===== src/rtl/lmc_pkg.sv =====
package lmc_pkg;
  typedef struct packed {
    logic clk_lock;
    logic dec_lock;
    logic pcm;
  } lock_state_t;

  localparam int unsigned MIN_SYNC_STAGES = 2;
endpackage


===== src/rtl/lmc_sync.sv =====
module lmc_sync #(
  parameter int unsigned STAGES = 2
) (
  input  logic clk_i,
  input  logic rst_ni,
  input  logic d_i,
  output logic q_o
);
  logic [STAGES-1:0] chain_q;

  for (genvar s = 0; s < STAGES; s++) begin : g_stage
    always_ff @(posedge clk_i or negedge rst_ni) begin
      if (!rst_ni) begin
        chain_q[s] <= 1'b0;
      end else begin
        if (s == 0) chain_q[s] <= d_i;
        else        chain_q[s] <= chain_q[(s == 0) ? 0 : s-1];
      end
    end
  end

  assign q_o = chain_q[STAGES-1];
endmodule


===== src/rtl/lmc_lock_comb.sv =====
module lmc_lock_comb
  import lmc_pkg::*;
(
  input  logic        clk_i,
  input  logic        rst_ni,
  input  lock_state_t st_i,
  input  logic        pcm_qual_off_i,
  output logic        locked_o,
  output logic        lock_o,
  output logic        pcmdet_o
);
  logic lock_d, pcmdet_d;

  // locked_o feeds the sample gate without a register so the mute hits the same strobe
  assign locked_o = st_i.clk_lock & st_i.dec_lock;
  assign pcmdet_d = locked_o & st_i.pcm;
  assign lock_d   = pcm_qual_off_i ? locked_o : pcmdet_d;

  always_ff @(posedge clk_i or negedge rst_ni) begin
    if (!rst_ni) begin
      lock_o   <= 1'b0;
      pcmdet_o <= 1'b0;
    end else begin
      lock_o   <= lock_d;
      pcmdet_o <= pcmdet_d;
    end
  end
endmodule


===== src/rtl/lmc_smp_gate.sv =====
module lmc_smp_gate #(
  parameter int unsigned NUM_CH = 2,
  parameter int unsigned SMP_W  = 24,
  localparam int unsigned BUS_W = NUM_CH * SMP_W
) (
  input  logic             clk_i,
  input  logic             rst_ni,
  input  logic             pass_i,
  input  logic             valid_i,
  input  logic [BUS_W-1:0] smp_i,
  output logic             valid_o,
  output logic [BUS_W-1:0] smp_o
);
  always_ff @(posedge clk_i or negedge rst_ni) begin
    if (!rst_ni) valid_o <= 1'b0;
    else         valid_o <= valid_i;
  end

  for (genvar c = 0; c < NUM_CH; c++) begin : g_ch
    logic [SMP_W-1:0] ch_q;
    always_ff @(posedge clk_i or negedge rst_ni) begin
      if (!rst_ni) begin
        ch_q <= '0;
      end else if (valid_i) begin
        ch_q <= pass_i ? smp_i[c*SMP_W +: SMP_W] : '0;
      end
    end
    assign smp_o[c*SMP_W +: SMP_W] = ch_q;
  end
endmodule


===== src/rtl/lock_mute_ctrl.sv =====
module lock_mute_ctrl
  import lmc_pkg::*;
#(
  parameter int unsigned NUM_CH      = 2,
  parameter int unsigned SMP_W       = 24,
  parameter int unsigned SYNC_STAGES = 2,
  localparam int unsigned BUS_W      = NUM_CH * SMP_W
) (
  input  logic             clk_i,
  input  logic             rst_ni,
  input  logic             clk_lock_i,
  input  logic             dec_lock_i,
  input  logic             pcm_i,
  input  logic             pcm_qual_off_i,
  input  logic             mute_bypass_i,
  input  logic             smp_valid_i,
  input  logic [BUS_W-1:0] smp_i,
  output logic             lock_o,
  output logic             pcmdet_o,
  output logic             smp_valid_o,
  output logic [BUS_W-1:0] smp_o
);
  localparam int unsigned STAGES_EFF =
    (SYNC_STAGES < MIN_SYNC_STAGES) ? MIN_SYNC_STAGES : SYNC_STAGES;

  logic        clk_lock_s;
  logic        locked;
  lock_state_t st;

  lmc_sync #(.STAGES(STAGES_EFF)) u_sync (
    .clk_i (clk_i),
    .rst_ni(rst_ni),
    .d_i   (clk_lock_i),
    .q_o   (clk_lock_s)
  );

  assign st = '{clk_lock: clk_lock_s, dec_lock: dec_lock_i, pcm: pcm_i};

  lmc_lock_comb u_comb (
    .clk_i         (clk_i),
    .rst_ni        (rst_ni),
    .st_i          (st),
    .pcm_qual_off_i(pcm_qual_off_i),
    .locked_o      (locked),
    .lock_o        (lock_o),
    .pcmdet_o      (pcmdet_o)
  );

  lmc_smp_gate #(.NUM_CH(NUM_CH), .SMP_W(SMP_W)) u_gate (
    .clk_i  (clk_i),
    .rst_ni (rst_ni),
    .pass_i (locked | mute_bypass_i),
    .valid_i(smp_valid_i),
    .smp_i  (smp_i),
    .valid_o(smp_valid_o),
    .smp_o  (smp_o)
  );
endmodule


===== config.mk =====
export PLATFORM = sky130hd
export DESIGN_NAME = lock_mute_ctrl
export DESIGN_NICKNAME = d
export VERILOG_FILES = /design/src/rtl/lmc_pkg.sv /design/src/rtl/lmc_sync.sv /design/src/rtl/lmc_lock_comb.sv /design/src/rtl/lmc_smp_gate.sv /design/src/rtl/lock_mute_ctrl.sv
export SDC_FILE = /design/constraint.sdc
export NUM_CORES = 1
export LEC_CHECK = 0
export ABC_CLOCK_PERIOD_IN_PS = 2800
export BUFFER_PORTS_ARGS = -buffer_cell sky130_fd_sc_hd__buf_2
export CAP_MARGIN = 10
export CORE_UTILIZATION = 35
export CTS_BUF_LIST = sky130_fd_sc_hd__clkbuf_4
export CTS_CLUSTER_DIAMETER = 60
export DETAILED_ROUTE_END_ITERATION = 10
export GPL_TIMING_DRIVEN = 0
export PLACE_DENSITY_LB_ADDON = 0.05
export SKIP_CTS_REPAIR_TIMING = 1
export SYNTH_ARGS = -nofsm -noshare
export SYNTH_HDL_FRONTEND = slang
export SYNTH_SLANG_ARGS = --single-unit

===== constraint.sdc =====
create_clock -name clk_i -period 2.8 [get_ports clk_i]
set_input_delay 0.56 -clock clk_i [delete_from_list [all_inputs] [get_ports clk_i]]
set_output_delay 0.56 -clock clk_i [all_outputs]
set_load 0.01 [all_outputs]

Word level (Yosys, flattened, before mapping)
Index checks and enable logic that the tools add are counted.

word-level totals
  register bits after elaboration = 53
  output and inout bits = 51
  word-level logic and storage cells = 13

cells by class
  multiplexer cells = 3
  bitwise logic cells = 3

operator list
  kind         count
  $mux 24      2
  $and 1x1->1  2
  $mux 1       1
  $or 1x1->1   1

Longest topological paths before layout
  depth in word-level cells = 3
  gate-level depth with buffers = 4
  gate-level depth less buffers = 2

Hierarchy
A second synthesis with hierarchy kept.

unflattened totals
  cell total of the unflattened synthesis = 216
  area, all modules = 2144.6 µm²

modules (own cells, without submodules)
  module          times used  cells an instance  area an instance (µm²)
  lmc_smp_gate    1           208                2015.7
  lmc_lock_comb   1           5                  72.6
  lmc_sync        1           2                  50.0
  lock_mute_ctrl  1           1                  6.3

Least setup slack after synthesis
Ideal clock, no wire load.

  path type = input to register
  start point = in dec_lock_i
  end point = reg u_gate.g_ch[0].ch_q[0]
  arrival time = 1047 ps
  data required time = 2675 ps
  slack = 1628 ps
  stages = 4
  path buffers = 2
  cells stage by stage = a21oi_2 -> buf_4 -> buf_6 -> o22ai_1

on the way
  cells in the longest elaborated chain, start to end = 3

ends and longest elaborated chain
  what                  line                  text
  from (decl)           lock_mute_ctrl.sv:12  input logic dec_lock_i,
  $and 1x1->1           lmc_lock_comb.sv:15   assign locked_o = st_i.clk_lock & st_i.dec_lock;
  $or 1x1->1            lock_mute_ctrl.sv:52  .pass_i (locked | mute_bypass_i),
  $mux 24               lmc_smp_gate.sv:25    ch_q <= pass_i ? smp_i[c*SMP_W +: SMP_W] : '0;
  to (signal assigned)  lmc_smp_gate.sv:25
  to (decl)             lmc_smp_gate.sv:20    logic [SMP_W-1:0] ch_q;

Every way passes these cells.
A chain may end at the register's enable or synchronous reset.

Worst setup path after layout
  start point = reg u_gate.g_ch[0].ch_q[10]
  end point = out smp_o[10]

RTL lines
  what       line                  text
  to (decl)  lock_mute_ctrl.sv:21  output logic [BUS_W-1:0] smp_o

No word-level cell between the ends.

==> summary.md <==
| Metric | Value |
|---|---|
| Worst-skew pair later-pin latency | 0.37 ns |
| Seq/Total Area, Yosys | 62.0% |
| Global-route wire length before repair | 8.05 mm |
| Synth warn | 0 |
| Internal power | 1.24 mW |
| Number of global-route vias before repair | 1671 |
| Initial DRC count | 40 |
| CP delay by family, top | flip-flops |
| Core footprint | 0.00592 mm2 |
| Critical-path cell list | buf_2 |
| Wirelength, routed | 5.02 mm |
| R2r startpoint | u_sync.q_o |
| Post-layout util | 48.7% |
| Measured slew at the worst slew-check pin | 0.493 ns |
| Leak | 1.60 nW |
| Final Hold Fails | 0 |
| Die width | 80.2 um |
| Gr ovfl total | 0 |
| Root Buffer | clkbuf_4 |
| Net Count, Synth | 272 |
| Total Nets Final | 386 |
| Clock Skews | 0.0142 ns |
| CTS tree | built |
| Final Max Slew Viols | 0 |
| Combinational power share | 17.7% |
| Die Ht | 80.2 um |
| Port Buffer Count | 106 |
| Area delta synth->final | 34.9% |
| Top cell type's share of synthesized area | 62.0% |
| GRT Total Usage | 16.5% |
| Rel. slew slack | 67.1% |
| Req. time, crit path | 2.24 ns |
| P per Cell Area | 579 mW/mm2 |
| Net Sw Frac | 25.7% |
| Peak VDD IR | 355 uV |
| Maximum clock path buffer count | 2 |
| Num rows | 28 |
| DR WL/cell | 12.4 um |
| RSZ-0062 raised after global routing | no |
| Fillcell total | 580 |
| Largest net degree at the start of global routing | 54 |
| CP arrival | 0.93 ns |
| F_max | 672 MHz |
| Syn Area/Cell | 9.90 um2 |
| Max cap viols | 0 |
| Number of synthesized flops with an enable pin | 0 |
| Final Cell Area | 0.00289 mm2 |
| Sequential share of power | 51.7% |
| Async SR Flop Fraction | 100% |
| CP max stage cell | dfrtp_1 |
| Setup TNS | 0 ns |
| Overall power | 1.67 mW |
| Clock share of power | 30.6% |
| Final worst slack | 1.31 ns |
| Setup CP Type | flop to output port |
| Fraction of layout cells with a size suffix above 1 | 39.9% |
| Initial Util | 36.1% |
| Switching power total | 429 uW |
| Area taken by multi-input logic gates | 505 um2 |
| Final setup fails | 0 |
| Fin crit share | 53.2% |
| CTS Buf Count | 5 |
| Detail Placement HPWL | 3.52 mm |
| CTS H-tree depth | 2 |
| Crit path time final | 1.49 ns |
| Largest cells by area after synthesis | dfrtp_1, o22ai_1, inv_1, nand2_1, buf_6 |
| Die Area | 0.00643 mm2 |
| Placed Area | 0.00276 mm2 |
| Initial antenna violation count | 0 |
| Synth cell types | 10 |
| I/O pins | 107 |
| Critical path peak fanout | 2 |
| Post-Synthesis Cells | 216 |
| Count leader, synth | dfrtp_1 |
| Place WS | 1.14 ns |
| Post-synth top flop | dfrtp_1 |
| Hold WC Path Type | input pin to async pin |
| Vias per std cell | 4.44 |
| Antenna-violating nets left | 0 |
| Via count | 1802 |
| Crit. End Element | output port |
| Worst r2r dst | u_gate.g_ch[0].ch_q[3] |
| FF-to-FF setup slack | 1.60 ns |
| Largest area contributor in the netlist | dfrtp_1 |
| Antenna cell count | 0 |
| GPL Wtd Cong | 0.692 |
| Number of remaining DRC errors | 0 |
| Reg area | 0.00133 mm2 |
| WP buf/inv | 1 |
| Synth Register Bits | 53 |
| Status | finished clean |
| Startpoint types | flop |
| R2R cell count | 4 |
| Synth cell count leaders | dfrtp_1, inv_1, nand2_1, o22ai_1, buf_2 |
| Clk sink count | 53 |
| TritonRoute pass-1 iters | 4 |
| Critical path's largest stage delay | 0.42 ns |
| Clock-pin slew on the worst setup and hold paths | 0.15 ns |
| Post-Syn Area | 0.00214 mm2 |
kinds of logic (layout without fill, tap and decap cells):
family,after synthesis,after routing,synth area share (%)
buf+inv,64,179,14.3
flops,53,53,62.0
compound gates,50,50,14.9
simple gates,49,49,8.72
through the flow:
step	std cells	hold slack [ns]
after CTS	405	0.274
final	406	0.127
after detailed placement	397	0.341
after global placement	397	0.336
after global routing	406	0.130
after floorplan	216	0.264
layout by cell type (no fill, tap or decap), drive strengths merged:
cell type / synthesis / final
buf: 16 / 123
dfrtp: 53 / 53
inv: 48 / 48
nand2: 48 / 48
o22ai: 48 / 48
clkbuf: 0 / 5
bufinv: 0 / 2
and3: 1 / 1
o211a: 1 / 1
a21oi: 1 / 1
clkinv: 0 / 1
routing by layer:
| metal | part of all wire, % | global-route usage [%] | vias up |
|---|---|---|---|
| met5 | 0 | 0 | - |
| met4 | 1.3 | 5.89 | 0 |
| met3 | 6.7 | 4.55 | 8 |
| met2 | 45 | 24.9 | 58 |
| met1 | 47 | 22.7 | 818 |
| li1 | - | - | 918 |
registers in the layout, indices dropped and copies added, names as in the netlist:
register / flops
u_comb.lock_o: 1
u_comb.pcmdet_o: 1
u_gate.g_ch.ch_q: 48
u_gate.valid_o: 1
u_sync.chain_q: 1
u_sync.q_o: 1
final cells by class:
type / count / share of cell area (%)
plain buffers: 16 / 4.38
clock buffers: 5 / 1.30
clock inverters: 3 / 2.25
inverters: 48 / 6.24
multi-input cells: 99 / 17.5
flip-flops and latches: 53 / 46.0
well taps: 75 / 3.25
repair buffers: 107 / 19.1
power groups by stage:
stage | sequential [mW] | combinational (mW) | clock [mW]
2_1_floorplan | 0.912 | 0.116 | 0
3_3_place_gp | 0.877 | 0.296 | 0
3_5_place_dp | 0.879 | 0.298 | 0
4_1_cts | 0.864 | 0.299 | 0.533
5_1_grt | 0.873 | 0.333 | 0.564
6_report | 0.863 | 0.296 | 0.512
worst max path at each step:
stage | from | to | cells past startpoint
finish | u_gate.g_ch[0].ch_q[10] | smp_o[10] | 1
global route | u_gate.g_ch[1].ch_q[11] | smp_o[35] | 1
CTS | u_gate.g_ch[0].ch_q[13] | smp_o[13] | 1
detailed placement | rst_ni | u_gate.g_ch[1].ch_q[10] | 1
global placement | rst_ni | u_gate.g_ch[1].ch_q[10] | 1
floorplan | dec_lock_i | u_gate.g_ch[0].ch_q[0] | 4
(Power assumes the default switching activity.)
